==> src/rtl/lse_pkg.sv <==
package lse_pkg;
  localparam int NLANES = 4;
  localparam int OFFW   = $clog2(NLANES);

  typedef logic [NLANES-1:0] lane_mask_t;

  typedef enum logic [1:0] {
    PS_32  = 2'b00,
    PS_8   = 2'b01,
    PS_16  = 2'b10,
    PS_RSV = 2'b11
  } port_size_e;

  typedef enum logic [1:0] {
    TS_WORD = 2'b00,
    TS_BYTE = 2'b01,
    TS_HALF = 2'b10,
    TS_RSV  = 2'b11
  } xfer_size_e;
endpackage

==> src/rtl/lse_rst_sync.sv <==
module lse_rst_sync #(
  parameter int STAGES = 2
) (
  input  logic clk,
  input  logic rst_n,
  output logic rst_n_sync
);
  logic [STAGES-1:0] chain_q;
  logic [STAGES-1:0] chain_d;

  always_comb begin
    chain_d = {chain_q[STAGES-2:0], 1'b1};
  end

  always_ff @(posedge clk or negedge rst_n) begin
    if (!rst_n) chain_q <= '0;
    else        chain_q <= chain_d;
  end

  assign rst_n_sync = chain_q[STAGES-1];
endmodule

==> src/rtl/lse_lane_decode.sv <==
module lse_lane_decode
  import lse_pkg::*;
(
  input  port_size_e       psize,
  input  xfer_size_e       tsize,
  input  logic [OFFW-1:0]  offset,
  output lane_mask_t       mask,
  output logic             illegal
);
  lane_mask_t byte_hot;
  logic       size_ok;

  // One lane per byte offset on a full-width port
  for (genvar g = 0; g < NLANES; g++) begin : g_hot
    assign byte_hot[g] = (offset == OFFW'(g));
  end

  always_comb begin
    unique case (tsize)
      TS_BYTE: size_ok = 1'b1;
      TS_HALF: size_ok = ~offset[0];
      TS_WORD: size_ok = (offset == '0);
      default: size_ok = 1'b0;
    endcase
  end

  always_comb begin
    mask    = '0;
    illegal = ~size_ok;
    unique case (psize)
      PS_32: begin
        unique case (tsize)
          TS_BYTE: mask = byte_hot;
          TS_HALF: mask = offset[1] ? lane_mask_t'(4'b1100) : lane_mask_t'(4'b0011);
          TS_WORD: mask = '1;
          default: mask = '0;
        endcase
      end
      PS_16: begin
        if (tsize == TS_BYTE) mask = offset[0] ? lane_mask_t'(4'b0010) : lane_mask_t'(4'b0001);
        else                  mask = lane_mask_t'(4'b0011);
      end
      PS_8:    mask = lane_mask_t'(4'b0001);
      default: illegal = 1'b1;
    endcase
    if (illegal) mask = '0;
  end
endmodule

==> src/rtl/lse_lane_qualify.sv <==
module lse_lane_qualify
  import lse_pkg::*;
(
  input  lane_mask_t mask,
  input  logic       illegal,
  input  logic       sel,
  input  logic       phase,
  input  logic       wr,
  input  logic       be_mode,
  output lane_mask_t strb_n_d,
  output logic       err_d
);
  logic active;
  logic dir_ok;
  logic fire;

  always_comb begin
    active   = sel & phase;
    dir_ok   = be_mode | wr;
    fire     = active & dir_ok & ~illegal;
    strb_n_d = ~(mask & {NLANES{fire}});
    err_d    = active & illegal;
  end
endmodule

==> src/rtl/lane_strobe_gen.sv <==
module lane_strobe_gen
  import lse_pkg::*;
#(
  parameter int RST_STAGES = 2
) (
  input  logic       clk,
  input  logic       rst_n,
  input  logic       sel_i,
  input  logic       phase_i,
  input  logic       wr_i,
  input  logic       be_mode_i,
  input  logic [1:0] tsize_i,
  input  logic [1:0] addr_lo_i,
  input  logic [1:0] psize_i,
  output logic [3:0] strb_n_o,
  output logic       err_o
);
  logic       rst_n_s;
  lane_mask_t mask;
  logic       illegal;
  lane_mask_t strb_n_d;
  logic       err_d;
  lane_mask_t strb_n_q;
  logic       err_q;
  logic       upd_en;

  lse_rst_sync #(.STAGES(RST_STAGES)) u_rst (
    .clk        (clk),
    .rst_n      (rst_n),
    .rst_n_sync (rst_n_s)
  );

  lse_lane_decode u_dec (
    .psize   (port_size_e'(psize_i)),
    .tsize   (xfer_size_e'(tsize_i)),
    .offset  (addr_lo_i),
    .mask    (mask),
    .illegal (illegal)
  );

  lse_lane_qualify u_qual (
    .mask     (mask),
    .illegal  (illegal),
    .sel      (sel_i),
    .phase    (phase_i),
    .wr       (wr_i),
    .be_mode  (be_mode_i),
    .strb_n_d (strb_n_d),
    .err_d    (err_d)
  );

  // Load only when something changes
  always_comb begin
    upd_en = (strb_n_d != strb_n_q) | (err_d != err_q);
  end

  always_ff @(posedge clk or negedge rst_n_s) begin
    if (!rst_n_s) begin
      strb_n_q <= '1;
      err_q    <= 1'b0;
    end else if (upd_en) begin
      strb_n_q <= strb_n_d;
      err_q    <= err_d;
    end
  end

  assign strb_n_o = strb_n_q;
  assign err_o    = err_q;

  // no selection or no phase leaves every lane idle next cycle
  a_r9_idle_gate: assert property (@(posedge clk) disable iff (!rst_n_s)
    !(sel_i && phase_i) |=> (&strb_n_o && !err_o));

  // write-strobe mode never fires on a read
  a_r2_no_read_strobe: assert property (@(posedge clk) disable iff (!rst_n_s)
    (!be_mode_i && !wr_i) |=> &strb_n_o);

  // an error cycle carries no strobe
  a_r8_err_quiet: assert property (@(posedge clk) disable iff (!rst_n_s)
    err_o |-> &strb_n_o);

  // narrow 16-bit port keeps the upper lanes idle
  a_r6_upper_idle: assert property (@(posedge clk) disable iff (!rst_n_s)
    (psize_i == 2'b10) |=> &strb_n_o[3:2]);

  // 8-bit port uses lane 0 only
  a_r7_lane0_only: assert property (@(posedge clk) disable iff (!rst_n_s)
    (psize_i == 2'b01) |=> &strb_n_o[3:1]);

  // a byte never strobes more than one lane
  a_r4_byte_single: assert property (@(posedge clk) disable iff (!rst_n_s)
    (tsize_i == 2'b01) |=> $countones(~strb_n_o) <= 1);

  // outputs only move after an input change
  a_r10_registered: assert property (@(posedge clk) disable iff (!rst_n_s)
    ($stable({sel_i, phase_i, wr_i, be_mode_i, tsize_i, addr_lo_i, psize_i}) &&
     $stable(strb_n_o)) |=> $stable(strb_n_o));
endmodule

==> config.mk <==
export PLATFORM = sky130hd
export DESIGN_NAME = lane_strobe_gen
export DESIGN_NICKNAME = d
export VERILOG_FILES = /design/src/rtl/lse_pkg.sv /design/src/rtl/lse_rst_sync.sv /design/src/rtl/lse_lane_decode.sv /design/src/rtl/lse_lane_qualify.sv /design/src/rtl/lane_strobe_gen.sv
export SDC_FILE = /design/constraint.sdc
export NUM_CORES = 1
export LEC_CHECK = 0
export BUFFER_PORTS_ARGS = -buffer_cell sky130_fd_sc_hd__buf_2
export CAP_MARGIN = 20
export CORE_AREA = 2 2 39 41
export CTS_BUF_LIST = sky130_fd_sc_hd__clkbuf_2 sky130_fd_sc_hd__clkbuf_4 sky130_fd_sc_hd__clkbuf_8
export CTS_CLUSTER_SIZE = 24
export DETAILED_ROUTE_END_ITERATION = 8
export DIE_AREA = 0 0 41 43
export HOLD_SLACK_MARGIN = 0.15
export PLACE_DENSITY = 0.57
export SLEW_MARGIN = 40
export SYNTH_ARGS = -nofsm -noshare
export SYNTH_HDL_FRONTEND = slang
export SYNTH_SLANG_ARGS = --single-unit
==> constraint.sdc <==
create_clock -name clk -period 0.8 [get_ports clk]
set_clock_uncertainty 0.15 [all_clocks]
set_input_delay 0.12 -clock clk [delete_from_list [all_inputs] [get_ports clk]]
set_output_delay 0.12 -clock clk [all_outputs]
set_load 0.01 [all_outputs]
## Yosys cells after proc, flatten, opt, wreduce, memory -nomap -nowiden

Cells that the tools add are included.

- Register bits: 7
- Input port bits: 12
- Output and inout port bits: 5
- Logic and storage cells: 35

- Equal/unequal tests: 9
- Mux-type cells: 8
- Bitwise operators: 11
- Reductions and logical operators: 4

Operators with widths:

| kind | number |
|---|---|
| 4-bit one-hot mux with 3 select lines | 2 |
| 4-bit two-way mux | 3 |
| 2-bit == test (second input constant) | 4 |
| 2-bit by 1-bit == test with 1-bit output (second input constant) | 3 |
| 2-bit zero test | 3 |
| 1-bit bitwise AND | 4 |
| 4-bit bitwise AND | 1 |
| 4-bit inequality test | 1 |
| 4-bit NOT | 1 |
| 1-bit NOT | 3 |
| 1-bit one-hot mux with 3 select lines | 1 |
| 3-bit OR reduction | 1 |
| 2-bit two-way mux | 1 |
| 1-bit OR | 2 |
| 1-bit two-way mux | 1 |
| 1-bit inequality test | 1 |

## Logic depth before layout (Yosys ltp)

- Depth in word-level cells: 10
- Depth in mapped cells: 4
- Mapped depth without buffers: 3

## Cells and area by module

Synthesis repeated with hierarchy kept, for this count alone.

- Cells, all modules: 44
- Area total of the unflattened synthesis: 420.4 um2

Modules (own cells, without submodules):

| module | instances | cells an instance | area each (um2) | sequential area each (um2) |
|---|---|---|---|---|
| lse_lane_decode | 1 | 25 | 168.9 | 0.0 |
| lane_strobe_gen | 1 | 10 | 148.9 | 130.1 |
| lse_rst_sync | 1 | 3 | 53.8 | 50.0 |
| lse_lane_qualify | 1 | 6 | 48.8 | 0.0 |

## Worst setup path before layout

Ideal clock, no wire load.

- Kind: in2reg
- Start point: in tsize_i[1]
- End point: reg strb_n_q[1], in the netlist strb_n_o[1]
- Setup time: 0.093 ns
- Arrival time: 0.830 ns
- Data required time: 0.557 ns
- Setup slack: -0.273 ns
- Stages on the path: 4
- Path buffers: 1
- Cell sequence: buf_6 -> maj3_2 -> a221oi_2 -> nand3_1

- Word-level cells in the longest chain between the ends: 10
- Elaborated cells between the ends (all ways): 18
- Those cells by class: eq/ne: 4; mux: 6; bitwise: 7; reduce/logical: 1

RTL lines:

| item | line | RTL |
|---|---|---|
| start, declared | lane_strobe_gen.sv:12 | `input logic [1:0] tsize_i,` |
| 2-bit == test (tied with other cells) | lse_lane_decode.sv:19, lse_lane_decode.sv:32 |  |
| 1-bit one-hot mux with 3 select lines | lse_lane_decode.sv:19 | `unique case (tsize)` |
| 1-bit NOT | lse_lane_decode.sv:29 | `illegal = ~size_ok;` |
| 1-bit two-way mux | lse_lane_decode.sv:30 | `unique case (psize)` |
| 1-bit NOT | lse_lane_qualify.sv:20 | `fire = active & dir_ok & ~illegal;` |
| 1-bit bitwise AND | lse_lane_qualify.sv:20 |  |
| 4-bit bitwise AND | lse_lane_qualify.sv:21 | `strb_n_d = ~(mask & {NLANES{fire}});` |
| 4-bit NOT | lse_lane_qualify.sv:21 |  |
| 4-bit inequality test | lane_strobe_gen.sv:54 | `upd_en = (strb_n_d != strb_n_q) \| (err_d != err_q);` |
| 1-bit OR | lane_strobe_gen.sv:54 |  |
| end signal, assigned | lane_strobe_gen.sv:62 | `strb_n_q <= strb_n_d;` |
| end, declared | lane_strobe_gen.sv:23 | `lane_mask_t strb_n_q;` |

Several ways; a longest one is shown, not always the timed one.
A chain may end at the register's enable or synchronous reset.

## Worst setup path after layout

- Start point: reg strb_n_q[0], in the netlist strb_n_o[0]
- End point: out strb_n_o[0]

RTL lines:

| item | line | RTL |
|---|---|---|
| end, declared | lane_strobe_gen.sv:15 | `output logic [3:0] strb_n_o,` |

No word-level cell between the ends.

==> impl_metrics.ini <==
[sta]
post-route-min-period_ps = 1130
layout_worst_path_cycle_share_pct = 141
hold-worst-slack_ps = -76.1
setup_viol = 7
final_max_slew_viol_count = 0
fmax_mhz = 884
finalHoldViolCount = 2
setup_ws_ps = -331
rsz0062_at_grt = true

[global_routing]
grt_pass1_vias = 309
grt_pass1_wl_mm = 1.21
gr-total-overflow = 0
grt_max_degree = 6
track_usage_pct = 10.7
antenna_found_initial = 0

[synthesis]
synth_common_cells = dfstp_2, dfrtp_1, o211ai_1
synth_cell_types = 21
synth_ff_type = dfstp_2
mappedNetlistNets = 45
synthesis.area_um2 = 365
synth_top_area_share_pct = 28.8
synth-seq-cells = 7
synth_area_leaders = dfstp_2, dfrtp_1, buf_6
syn_area_per_cell_um2 = 11.1
yosys.area.top_type = dfstp_2
yosysSeqAreaShare_pct = 49.3
synth.most_common_cell = dfstp_2
synth_edf_count = 0
yosysWarnings = 0
async_flop_share_pct = 100
synthCells = 33

[clock_tree]
ctsHoldBuffers = 1
clock_sinks = 7
clock-root-buffer = clkbuf_4
cts.clk_slew.worst_paths_ps = 50
numCtsBuffers = 3
tritoncts = built
insertion_delay_ps = 250
h-tree-depth = 1
cts_buffer_depth = 2

[setup_path]
worstPathRequired_ps = 530
critPathMaxFanout = 1
slowest_stage = dfstp_2
reg2reg_setup_slack_ps = 190
rr_worst_depth = 0
path_buf_inv = 1
reg2reg_to = u_rst.chain_q[1]
worstSetupStartpointType = register
end_kind = output pin
crit_chain = buf_6
crit_path_max_incr_delay_ps = 520
crit_family = flip-flops
critPathKind = register to output pin
rr_startpoint = u_rst.chain_q[0]
cp.arrival_ps = 860

[drt]
vias_per_cell = 4.60
drtAntennaViolNets = 0
dr_wl_met2_um = 359
wl_per_cell_um = 10.3
route.met3.wl_um = 63
wirelength_met1_um = 338
via_count = 354
highest_layer = met4
drt_pre_antenna_iters = 3
drc = 0
wl_um = 795
drt_iter0_drc = 6

[cells_and_area]
instances_no_fill = 77
diodes = 0
fin_nets = 74
drive_above_1_share_pct = 62.3
syn_to_final_growth_pct = 67.8

[placed_design]
io_buffer_count = 16
dp_hpwl_um = 568
preCtsSetupSlack_ps = -331
placedCellCount = 68
gp_congestion = 0.741

[die]
ios = 17
die_area_um2 = 1760
die_h_um = 43
core_area_um2 = 1380
rows = 14
die_w_um = 41
start_util_pct = 26.4

[power_and_ir_drop]
vdd.ir_drop.worst_v = 0.000442
p_per_area_nw_per_um2 = 1470
p_leak_nw = 0.281
finalPower_mw = 0.904

[status]
outcome = complete, but fails checks
violations = negative hold slack, negative setup slack

[min_path]
holdCritPathClass = register to asynchronous set/reset pin

[job]
maxCapViolations = 0
==> state kept, by name, indices dropped and copies added (netlist names) <==
signal / cells
strb_n_o: 4
u_rst.chain_q: 2
err_o: 1
==> layer usage <==
| metal | up-vias | GRT usage [%] |
|---|---|---|
| met1 | 155 | 13.3 |
| met2 | 16 | 13.8 |
| li1 | 178 | - |
| met4 | 0 | 12.0 |
| met5 | - | 0 |
| met3 | 5 | 1.57 |
==> kinds of logic (layout without fill, tap and decap cells) <==
group | count (synthesis) | in the layout | share of synthesized area, %
buffers and inverters | 4 | 32 | 8.22
AND/OR/NAND/NOR | 9 | 9 | 14.4
adder cells (fa/ha/maj) | 1 | 1 | 3.08
flip-flops | 7 | 7 | 49.3
AO/OA/AOI/OAI | 11 | 11 | 24.0
other | 1 | 1 | 1.03
==> how the worst max path moves through the flow <==
stage / endpoint / slack (ps) / from / depth (start not counted)
global route: strb_n_o[0] / -360 / strb_n_o[0] / 1
global placement: strb_n_o[1] / -310 / tsize_i[0] / 4
detailed placement: strb_n_o[1] / -330 / tsize_i[0] / 4
CTS: strb_n_o[3] / -340 / strb_n_o[3] / 1
finish: strb_n_o[0] / -330 / strb_n_o[0] / 1
floorplan: strb_n_o[1] / -260 / tsize_i[1] / 4
==> stage by stage <==
step | cell area, um^2 | setup TNS [ps] | utilization, %
after floorplan | 369 | -630 | -
after detailed placement | 480 | -1740 | 34.7
after CTS | 594 | -1620 | 42.9
after global routing | 613 | -1790 | 44.3
after global placement | 480 | -1700 | 34.7
final | 613 | -1570 | 44.3
==> final cells by class <==
type | instances | area, um^2
clock buffer | 4 | 30.0
fill | 136 | 771
inverter | 2 | 7.51
multi-input combinational | 22 | 169
sequential | 7 | 180
tap | 16 | 20.0
timing repair buffer | 26 | 206
==> power by group <==
group          leakage, nW  switching [mW]  internal, mW
registers           0.0787         0.00668         0.369
logic                0.184          0.0773         0.102
clock network       0.0184           0.125         0.224
total                0.281           0.209         0.695
==> layout by cell type (no fill, tap or decap), drive strengths merged <==
master / count
buf: 25
clkbuf: 4
dfstp: 4
o211ai: 3
dfrtp: 3
inv: 2
nand2b: 2
a221oi: 2
nand4: 2
a22oi: 2
a21o: 1
nand2: 1
a21oi: 1
nor2b: 1
maj3: 1
o21ai: 1
o2bb2ai: 1
nor3: 1
nand3: 1
nand3b: 1
dlygate4sd3: 1
conb: 1
==> what timing repair did <==
item / 4_1_cts / 5_1_grt
setup buffers: 3 / 1
pin swaps: 4 / 5
hold endpoints to repair: 8 / 8
endpoints found under the setup margin: 8 / 10
gates resized for setup: 11 / 4
Power figures use the tool's default switching activity.
